--- src/rtl/stk_pkg.sv ---
package stk_pkg;
   localparam int INSTR_W = 30;
   localparam int OPC_W   = 6;
   localparam int PRM_W   = 4;
   localparam int Q_W     = 20;

   localparam logic [OPC_W-1:0] OP_IND = 6'd9;
   localparam logic [OPC_W-1:0] OP_INC = 6'd10;
   localparam logic [OPC_W-1:0] OP_IXA = 6'd16;
   localparam logic [OPC_W-1:0] OP_EQU = 6'd17;
   localparam logic [OPC_W-1:0] OP_GEQ = 6'd19;
   localparam logic [OPC_W-1:0] OP_GRT = 6'd20;
   localparam logic [OPC_W-1:0] OP_UJP = 6'd23;
   localparam logic [OPC_W-1:0] OP_FJP = 6'd24;
   localparam logic [OPC_W-1:0] OP_CHK = 6'd26;
   localparam logic [OPC_W-1:0] OP_ADI = 6'd28;
   localparam logic [OPC_W-1:0] OP_ABI = 6'd40;
   localparam logic [OPC_W-1:0] OP_AND = 6'd43;
   localparam logic [OPC_W-1:0] OP_IOR = 6'd44;
   localparam logic [OPC_W-1:0] OP_LDC = 6'd51;
   localparam logic [OPC_W-1:0] OP_DVI = 6'd53;
   localparam logic [OPC_W-1:0] OP_DEC = 6'd57;
   localparam logic [OPC_W-1:0] OP_STP = 6'd58;

   localparam logic [PRM_W-1:0] KEY_ADDR = 4'd0;
   localparam logic [PRM_W-1:0] KEY_INT  = 4'd1;
   localparam logic [PRM_W-1:0] KEY_BOOL = 4'd2;

   typedef enum logic [2:0] {
      ST_FETCH, ST_TOP, ST_NEXT, ST_MEM, ST_MEM2, ST_WRITE, ST_HALT
   } state_t;

   typedef enum logic [3:0] {
      K_PUSH, K_STOP, K_UJP, K_FJP, K_UNARY, K_BINARY, K_IND, K_CHK, K_BAD
   } kind_t;
endpackage

--- src/rtl/stk_decode.sv ---
module stk_decode
   import stk_pkg::*;
#(
   parameter bit HAS_DIV = 1'b1
) (
   input  logic [OPC_W-1:0] opc,
   input  logic [PRM_W-1:0] prm,
   output kind_t            kind
);
   logic key_ok;
   assign key_ok = (prm == KEY_ADDR) || (prm == KEY_INT) || (prm == KEY_BOOL);

   always_comb begin
      unique case (opc)
         OP_LDC:                         kind = K_PUSH;
         OP_STP:                         kind = K_STOP;
         OP_UJP:                         kind = K_UJP;
         OP_FJP:                         kind = K_FJP;
         OP_INC, OP_DEC, OP_ABI:         kind = K_UNARY;
         OP_ADI, OP_AND, OP_IOR, OP_IXA: kind = K_BINARY;
         OP_DVI:                         kind = HAS_DIV ? K_BINARY : K_BAD;
         OP_EQU, OP_GEQ, OP_GRT:         kind = key_ok ? K_BINARY : K_BAD;
         OP_IND:                         kind = K_IND;
         OP_CHK:                         kind = K_CHK;
         default:                        kind = K_BAD;
      endcase
   end
endmodule

--- src/rtl/stk_alu.sv ---
module stk_alu
   import stk_pkg::*;
#(
   parameter int DW      = 32,
   parameter bit HAS_DIV = 1'b1
) (
   input  logic [OPC_W-1:0] opc,
   input  logic [PRM_W-1:0] prm,
   input  logic [Q_W-1:0]   q,
   input  logic [DW-1:0]    a,     // stack top
   input  logic [DW-1:0]    b,     // element beneath the top
   output logic [DW-1:0]    res,
   output logic             div_zero
);
   localparam int EXT_W = DW - Q_W;

   logic [DW-1:0] qz;
   logic [DW-1:0] quo;
   logic          eq, ge, gt;

   assign qz = {{EXT_W{1'b0}}, q};
   assign eq = (b == a);
   assign ge = (prm == KEY_INT) ? ($signed(b) >= $signed(a)) : (b >= a);
   assign gt = (prm == KEY_INT) ? ($signed(b) >  $signed(a)) : (b >  a);
   assign div_zero = (opc == OP_DVI) && (a == '0);

   generate
      if (HAS_DIV) begin : g_div
         assign quo = (a == '0) ? '0 : DW'($signed(b) / $signed(a));
      end else begin : g_nodiv
         assign quo = '0;
      end
   endgenerate

   always_comb begin
      unique case (opc)
         OP_INC:  res = a + qz;
         OP_DEC:  res = a - qz;
         OP_ABI:  res = a[DW-1] ? (~a + 1'b1) : a;
         OP_ADI:  res = b + a;
         OP_AND:  res = b & a;
         OP_IOR:  res = b | a;
         OP_IXA:  res = b + DW'(a * qz);
         OP_DVI:  res = quo;
         OP_EQU:  res = {{(DW-1){1'b0}}, eq};
         OP_GEQ:  res = {{(DW-1){1'b0}}, ge};
         OP_GRT:  res = {{(DW-1){1'b0}}, gt};
         default: res = '0;
      endcase
   end
endmodule

--- src/rtl/stk_core.sv ---
module stk_core
   import stk_pkg::*;
#(
   parameter int DW         = 32,
   parameter int PCW        = 10,
   parameter int DAW        = 12,
   parameter int STACK_BASE = 100,
   parameter bit HAS_DIV    = 1'b1
) (
   input  logic               clk,
   input  logic               rst_n,
   input  logic               run,
   output logic [PCW-1:0]     code_addr,
   input  logic [INSTR_W-1:0] code_rdata,
   output logic [DAW-1:0]     dmem_addr,
   output logic               dmem_we,
   output logic [DW-1:0]      dmem_wdata,
   input  logic [DW-1:0]      dmem_rdata,
   output logic               halted,
   output logic               error
);
   localparam logic [DAW-1:0] ONE   = DAW'(1);
   localparam logic [DAW-1:0] TWO   = DAW'(2);
   localparam logic [DAW-1:0] SP_RS = DAW'(STACK_BASE);
   localparam int             EXT_W = DW - Q_W;

   generate
      if (DW < Q_W + 1) begin : g_bad_dw
         $error("stk_core: DW must exceed the Q field width");
      end
      if (PCW > Q_W || DAW > Q_W) begin : g_bad_aw
         $error("stk_core: address widths must fit in the Q field");
      end
      if (STACK_BASE >= (1 << DAW)) begin : g_bad_base
         $error("stk_core: STACK_BASE outside data space");
      end
   endgenerate

   state_t              state;
   kind_t               kind_f, kind_q;
   logic [INSTR_W-1:0]  ir;
   logic [PCW-1:0]      pc;
   logic [DAW-1:0]      sp, maddr, waddr;
   logic [DW-1:0]       opa, lo, res_q;
   logic                halt_q, err_q;

   logic [OPC_W-1:0]    ir_opc;
   logic [PRM_W-1:0]    ir_prm;
   logic [Q_W-1:0]      ir_q, f_q;
   logic [DW-1:0]       alu_a, alu_res;
   logic                alu_dz;

   assign ir_opc = ir[INSTR_W-1 -: OPC_W];
   assign ir_prm = ir[Q_W +: PRM_W];
   assign ir_q   = ir[Q_W-1:0];
   assign f_q    = code_rdata[Q_W-1:0];

   stk_decode #(.HAS_DIV(HAS_DIV)) u_dec (
      .opc  (code_rdata[INSTR_W-1 -: OPC_W]),
      .prm  (code_rdata[Q_W +: PRM_W]),
      .kind (kind_f)
   );

   assign alu_a = (state == ST_TOP) ? dmem_rdata : opa;

   stk_alu #(.DW(DW), .HAS_DIV(HAS_DIV)) u_alu (
      .opc      (ir_opc),
      .prm      (ir_prm),
      .q        (ir_q),
      .a        (alu_a),
      .b        (dmem_rdata),
      .res      (alu_res),
      .div_zero (alu_dz)
   );

   always_comb begin
      unique case (state)
         ST_TOP:          dmem_addr = sp - ONE;
         ST_NEXT:         dmem_addr = sp - TWO;
         ST_MEM, ST_MEM2: dmem_addr = maddr;
         ST_WRITE:        dmem_addr = waddr;
         default:         dmem_addr = sp;
      endcase
   end

   assign code_addr  = pc;
   assign dmem_we    = (state == ST_WRITE) && run;
   assign dmem_wdata = res_q;
   assign halted     = halt_q;
   assign error      = err_q;

   always_ff @(posedge clk) begin
      if (!rst_n) begin
         state  <= ST_FETCH;
         kind_q <= K_BAD;
         ir     <= '0;
         pc     <= '0;
         sp     <= SP_RS;
         maddr  <= '0;
         waddr  <= '0;
         opa    <= '0;
         lo     <= '0;
         res_q  <= '0;
         halt_q <= 1'b0;
         err_q  <= 1'b0;
      end else if (run) begin
         unique case (state)
            ST_FETCH: begin
               ir     <= code_rdata;
               kind_q <= kind_f;
               pc     <= pc + 1'b1;
               unique case (kind_f)
                  K_PUSH: begin
                     res_q <= {{EXT_W{f_q[Q_W-1]}}, f_q};
                     waddr <= sp;
                     sp    <= sp + ONE;
                     state <= ST_WRITE;
                  end
                  K_STOP: begin
                     halt_q <= 1'b1;
                     state  <= ST_HALT;
                  end
                  K_UJP: pc <= f_q[PCW-1:0];
                  K_BAD: begin
                     halt_q <= 1'b1;
                     err_q  <= 1'b1;
                     state  <= ST_HALT;
                  end
                  default: state <= ST_TOP;
               endcase
            end
            ST_TOP: begin
               opa <= dmem_rdata;
               unique case (kind_q)
                  K_UNARY: begin
                     res_q <= alu_res;
                     waddr <= sp - ONE;
                     state <= ST_WRITE;
                  end
                  K_FJP: begin
                     sp <= sp - ONE;
                     if (dmem_rdata == '0) pc <= ir_q[PCW-1:0];
                     state <= ST_FETCH;
                  end
                  K_IND: begin
                     maddr <= dmem_rdata[DAW-1:0] + ir_q[DAW-1:0];
                     state <= ST_MEM;
                  end
                  K_CHK: begin
                     maddr <= ir_q[DAW-1:0];
                     state <= ST_MEM;
                  end
                  default: state <= ST_NEXT;
               endcase
            end
            ST_NEXT: begin
               if (alu_dz) begin
                  halt_q <= 1'b1;
                  err_q  <= 1'b1;
                  state  <= ST_HALT;
               end else begin
                  res_q <= alu_res;
                  waddr <= sp - TWO;
                  sp    <= sp - ONE;
                  state <= ST_WRITE;
               end
            end
            ST_MEM: begin
               if (kind_q == K_IND) begin
                  res_q <= dmem_rdata;
                  waddr <= sp - ONE;
                  state <= ST_WRITE;
               end else begin
                  lo    <= dmem_rdata;
                  maddr <= maddr + ONE;
                  state <= ST_MEM2;
               end
            end
            ST_MEM2: begin
               if ($signed(opa) < $signed(lo) || $signed(opa) > $signed(dmem_rdata)) begin
                  halt_q <= 1'b1;
                  err_q  <= 1'b1;
                  state  <= ST_HALT;
               end else begin
                  state <= ST_FETCH;
               end
            end
            ST_WRITE: state <= ST_FETCH;
            default:  state <= ST_HALT;
         endcase
      end
   end
endmodule

--- config.mk ---
export PLATFORM = sky130hd
export DESIGN_NAME = stk_core
export DESIGN_NICKNAME = d
export VERILOG_FILES = /design/src/rtl/stk_pkg.sv /design/src/rtl/stk_decode.sv /design/src/rtl/stk_alu.sv /design/src/rtl/stk_core.sv
export SDC_FILE = /design/constraint.sdc
export NUM_CORES = 2
export LEC_CHECK = 0
export ABC_AREA = 1
export BUFFER_PORTS_ARGS = -buffer_cell sky130_fd_sc_hd__buf_2
export CAP_MARGIN = 20
export CORE_AREA = 2 2 424 426
export DETAILED_ROUTE_END_ITERATION = 16
export DIE_AREA = 0 0 426 428
export GPL_TIMING_DRIVEN = 0
export PLACE_DENSITY_LB_ADDON = 0.05
export SKIP_CTS_REPAIR_TIMING = 1
export SYNTH_ARGS = -nofsm -noshare
export SYNTH_HDL_FRONTEND = slang
export SYNTH_HIERARCHICAL = 1
export SYNTH_SLANG_ARGS = --single-unit
--- constraint.sdc ---
create_clock -name clk -period 178.3 [get_ports clk]
set_clock_uncertainty 0.1 [all_clocks]
set_input_delay 17.83 -clock clk [delete_from_list [all_inputs] [get_ports clk]]
set_output_delay 17.83 -clock clk [all_outputs]
set_load 0.03 [all_outputs]
==> After elaboration in Yosys (flattened, before gate mapping) <==
Index checks and enable logic that the tools add are counted.
Widths: inputs -> output; s select.
{ "totals": {"ff_bits": 181, "output_inout_bits": 57, "elab_cells": 164} }
{ "classes": {"add_sub_neg": 11, "n_mul": 1, "div": 1, "magnitude_cmp": 6, "eq_ne": 57, "n_mux": 42, "n_bitwise": 4, "n_reduce_logical": 30} }
{ "ops": {"columns": ["op", "count"], "rows": [
  ["$pmux 32 s11", 1],
  ["$mux 32", 7],
  ["$pmux 32 s4", 1],
  ["$gt 32x32->1", 3],
  ["$mux 12", 8],
  ["$pmux 12 s4", 2],
  ["$eq 6x5->1 const B", 13],
  ["$eq 6x6->1 const B", 12],
  ["$add 32x32->32", 2],
  ["$ge 32x32->1", 2],
  ["$logic_not 32->1", 2],
  ["$pmux 12 s2", 2],
  ["$pmux 12 s3", 1],
  ["$pmux 4 s9", 1],
  ["$add 32x1->32 const B", 1],
  ["$add 32x20->32", 1],
  ["$and 32x32->32", 1],
  ["$div 32x32->32", 1],
  ["$eq 32x32->1", 1],
  ["$lt 32x32->1", 1],
  ["$mul 32x20->32", 1],
  ["$not 32->32", 1],
  ["$or 32x32->32", 1],
  ["$sub 32x20->32", 1],
  ["other kinds (41)", 85]
]} }

==> Depth between registers and ports, before layout <==
{ "logic_depth": {"ltp_word": 9, "mapped_depth": 730, "depth_no_buf": 718} }

==> Cells and area by module <==
Netlist, hierarchy kept.
{ "by_module_without_submodules": {"columns": ["mod", "n_inst", "cells_each", "area_per_inst_um2", "seq_area_each_um2"], "rows": [
  ["stk_alu", 1, 8155, 50165.6, 0.0],
  ["stk_core", 1, 1656, 11277.1, 3623.5],
  ["stk_decode", 1, 68, 316.6, 0.0]
]} }

==> Worst setup path before layout <==
No wires, ideal clock.
{ "synth_timing": {"path_type": "input port to flip-flop", "from": "input port dmem_rdata[0]", "to": "register res_q[28] (netlist: dmem_wdata[28])", "t_arrival_ns": 98.255, "slack_ns": 79.811, "path_stages": 700, "n_path_buf": 16, "path_cell_list": "inv_1 -> o21ai_0 -> inv_2 -> ha_1 -> nand3_4 -> o21ai_1 -> nand2_1 -> nand2_1 -> inv_1 -> nand2_1 -> nor2_1 -> nand3_1 -> nor4_1 -> nand4_1 -> nand2_1 -> nand2_1 -> nand2_1 -> inv_2 -> [664 not listed] -> inv_1 -> ha_1 -> inv_1 -> nor3_1 -> nand3_1 -> nor2_1 -> nand2_1 -> nor2_1 -> nand2_1 -> nor2_2 -> nand4_1 -> nand3b_1 -> nand2_1 -> nand2_1 -> nand3_1 -> nand4_1 -> a22oi_1 -> a31oi_1"} }
{ "synth_between": {"elab_chain_cells": 7, "elab_cells_between_ends": 19, "cone_classes": "add/sub: 5; mul: 1; div: 1; eq/ne: 1; mux: 7; bitwise: 1; reduce/logical: 3"} }
{ "synth_lines": {"columns": ["item", "line", "text"], "rows": [
  ["start: declaration", "stk_core.sv:18", "input logic [DW-1:0] dmem_rdata,"],
  ["$mux 32 (*)", null, null],
  ["via alu_a[0]", "stk_core.sv:50", "logic [DW-1:0] alu_a, alu_res;"],
  ["parallel branches: the longest is 3 deep, another holds $div 32x32->32", null, null],
  ["$pmux 32 s11 (*)", "stk_alu.sv:36", "unique case (opc)"],
  ["via alu_res[28]", "stk_core.sv:50", null],
  ["$mux 32 (on tied branches)", "stk_core.sv:157, stk_core.sv:134", null],
  ["$pmux 32 s4 (*)", "stk_core.sv:107", "unique case (state)"],
  ["end signal: assignment", "stk_core.sv:114", "res_q <= {{EXT_W{f_q[Q_W-1]}}, f_q};"],
  ["end signal: assignment", "stk_core.sv:162", "res_q <= alu_res;"],
  ["end signal: assignment", "stk_core.sv:170", "res_q <= dmem_rdata;"],
  ["end: declaration", "stk_core.sv:44", "logic [DW-1:0] opa, lo, res_q;"]
]} }
Mark *: on every way through the listed nets, which the timed path passes. The select of a mux whose other input is x is not followed.
A chain may end at the register's enable or synchronous reset.

==> results.py <==
metrics = {
    "status": {
        "status": "completed",
    },
    "setup_path": {
        "cp_num_buf_inv": 135,
        "critPathTopFamily": "compound AO/OA/AOI/OAI gates",
        "cp.required_ps": 178520,
        "crit_arrival_ps": 122060,
        "start_kind": "primary input",
        "criticalPathCategory": "primary input to flip-flop",
        "cp_max_fo": 23,
        "crit_slowest_cell": "o21ai_0",
        "max_stage_delay_ps": 770,
        "endpoint_kind": "flip-flop",
        "crit_path_frequent_cell": "nand2_1",
    },
    "synthesis": {
        "netlist_instances": 9879,
        "syn-num-nets": 11200,
        "syn_avg_cell_area_um2": 6.25,
        "ys_warn_count": 6,
        "async_flop_share": 0,
        "yosysSeqAreaShare": 0.0587,
        "ys.flop_type": "dfxtp_1",
        "synth-seq-cells": 181,
        "synth_edf_count": 0,
        "syn-cell-area_um2": 61800,
        "yosysUniqueCellTypes": 86,
    },
    "drt": {
        "via_count": 65700,
        "routed_wirelength_um": 279000,
        "drc": 0,
        "wl_per_cell_um": 22.5,
        "drt_iter0_markers": 5630,
        "drtPass1Iterations": 6,
        "viasPerCell": 5.29,
        "ant_nets": 0,
    },
    "global_routing": {
        "grt_overflow": 0,
        "grt_pass1_wl_um": 410000,
        "antenna_found_initial": 15,
        "grt_pass1_vias": 61900,
        "grt_use_met3": 0.0322,
        "grt_max_degree": 26,
        "met2_usage": 0.448,
        "use_met1": 0.445,
        "busiest_layer": "met2",
        "grt_usage": 0.300,
    },
    "placed_design": {
        "io_buffers": 120,
        "hpwl_um": 230000,
        "place_congestion": 1.03,
        "postPlaceCellArea_um2": 65900,
    },
    "final_layout": {
        "fillCellCount": 19600,
        "drive_gt1_frac": 0.0646,
        "final_nets": 11300,
        "syn2layout_area_growth_pct": 7.74,
        "stdcell_area_um2": 66500,
    },
    "sta": {
        "maxSlewHeadroom": 0.117,
        "drv_slew": 0,
        "worst_pin_slew_ps": 1310,
        "period_minus_slack_ps": 121830,
        "finalSetupTns_ps": 0,
        "grt_setup_unrepaired": "false",
        "setup_violations": 0,
        "hold_viol_final": 0,
        "min_period_over_period": 0.683,
        "timing.fmax_mhz": 8.21,
    },
    "clocking": {
        "htree_levels": 4,
        "cts_buffers": 17,
        "clk_pin_slew_ps": 80,
        "cts_max_path_buffers": 2,
        "ctsRootBufferMaster": "clkbuf_16",
        "clock-sinks": 181,
        "cts_tree": "yes",
        "clk_latency_ps": 470,
    },
    "pwr": {
        "irDropWorstVdd_uv": 23.4,
        "seq_power_share": 0.042,
        "p_sw_uw": 719,
        "combPwrFrac": 0.921,
        "power_density_nw_per_um2": 17.4,
        "total_leakage_power_nw": 36.0,
        "intPower_uw": 440,
        "p_sw_frac": 0.620,
        "p_clk_frac": 0.036,
    },
    "floorplan": {
        "io_pins": 122,
        "fp.dieH_um": 428,
        "core-area_um2": 178000,
        "initial_core_util": 0.348,
        "chipWidth_um": 426,
        "die_area_um2": 182000,
        "row_count": 155,
    },
    "min_path": {
        "hp-class": "flip-flop to flip-flop",
    },
    "flow_run": {
        "maxCapViolations": 0,
    },
}
## flip-flops by register name (all words and copies together), names as in the netlist
name / cells
dmem_wdata: 32
lo: 32
opa: 32
ir: 30
maddr: 12
sp: 12
waddr: 12
code_addr: 10
kind_q: 4
state: 3
error: 1
halted: 1
## path summary, 6_finish.rpt
path	cells past startpoint	start	slack [ps]	to
hold reg to reg	2	halted$_SDFFE_PN0P_	360	halted$_SDFFE_PN0P_
setup / recovery	868	dmem_rdata[0]	56470	dmem_wdata[22]$_SDFFE_PN0P_
setup reg to reg	701	state[1]$_SDFFE_PN0P_	72830	dmem_wdata[22]$_SDFFE_PN0P_
hold / removal	2	halted$_SDFFE_PN0P_	360	halted$_SDFFE_PN0P_
## Yosys cell counts, types with 39 or more instances
cell type  instances  area [um^2]
a21oi_1          611         3060
a22oi_1           39          293
a31oi_1           84          526
buf_2             44          220
clkbuf_1         180          676
dfxtp_1          181         3620
fa_1             385         7710
ha_1             822        10300
inv_1           1832         6880
inv_2             74          278
nand2_1         2552         9580
nand3_1          379         1900
nand4_1          112          701
nor2_1           668         2510
nor3_1            91          455
nor4_1            48          300
o21ai_0          461         2310
o21ai_1          147          736
o21bai_1          45          338
or2_2             91          569
xnor2_1          145         1270
xor2_1           294         2570
## cell type report
cell class	instances	area (um^2)	share of cell area
clock buffers	20	457	0.00686
flip-flops and latches	181	3620	0.0545
inverters	1918	7210	0.108
plain buffers	301	1570	0.0236
clock inverters	12	170	0.00256
well taps	2355	2950	0.0443
multi-input cells	7479	49400	0.742
diodes	2	5.00	0.0000752
repair buffers	158	1180	0.0177
## stage by stage
step	std cells	hold WS, ps	util	total power [mW]	worst slack [ps]
after floorplan	9879	333	-	0.802	79810
after global placement	12400	341	0.368	1.09	52450
after detailed placement	12400	343	0.371	1.10	56930
after CTS	12400	356	0.374	1.15	57070
after global routing	12400	378	0.375	1.30	45240
final	12400	357	0.375	1.16	56470
## placed cells by master, fill, tap and decap left out, types with 27 or more instances in the layout
cell         n
nand2_1   2552
inv_1     1817
ha_1       822
nor2_1     667
a21oi_1    611
o21ai_0    441
fa_1       385
nand3_1    379
xor2_1     294
clkbuf_1   181
dfxtp_1    181
buf_2      164
o21ai_1    162
xnor2_1    145
nand4_1    112
nor3_1      91
or2_2       91
inv_2       89
a31oi_1     84
nor4_1      48
o21bai_1    45
a22oi_1     39
buf_4       37
o221ai_1    37
a21o_1      36
a221oi_1    35
o21ai_2     33
a211oi_1    32
nor2_2      32
o211ai_1    29
nand2_2     28
o31ai_1     27
## power groups by stage
stage | registers [mW] | logic, mW | clock network, mW
2_1_floorplan | 0.0512 | 0.751 | 0
3_3_place_gp | 0.0497 | 1.04 | 0
3_5_place_dp | 0.0497 | 1.05 | 0
4_1_cts | 0.0488 | 1.06 | 0.0427
5_1_grt | 0.0494 | 1.20 | 0.0442
6_report | 0.0490 | 1.07 | 0.0421
## tightest hold or removal path, stage by stage (launching register included)
cell and delay (ps):
dfxtp_1 310, inv_1 50, a21oi_1 50
## routing by layer
| metal | wire [um] | up-vias |
|---|---|---|
| li1 | - | 31900 |
| met1 | 135000 | 31400 |
| met5 | 58 | - |
| met3 | 17900 | 308 |
| met2 | 117000 | 2037 |
| met4 | 10100 | 10 |
## cell families (layout without fill, tap and decap cells)
group,count (synthesis),count (layout),share of synthesized area
buf+inv,2219,2409,0.142
fa+ha+maj,1207,1207,0.291
simple gates,4100,4100,0.281
flops,181,181,0.0587
mux,3,3,0.000486
other cells,0,2,0
compound gates,1729,1729,0.164
xor+xnor,440,440,0.0625
Note: power is estimated with default switching activity, not from simulation.
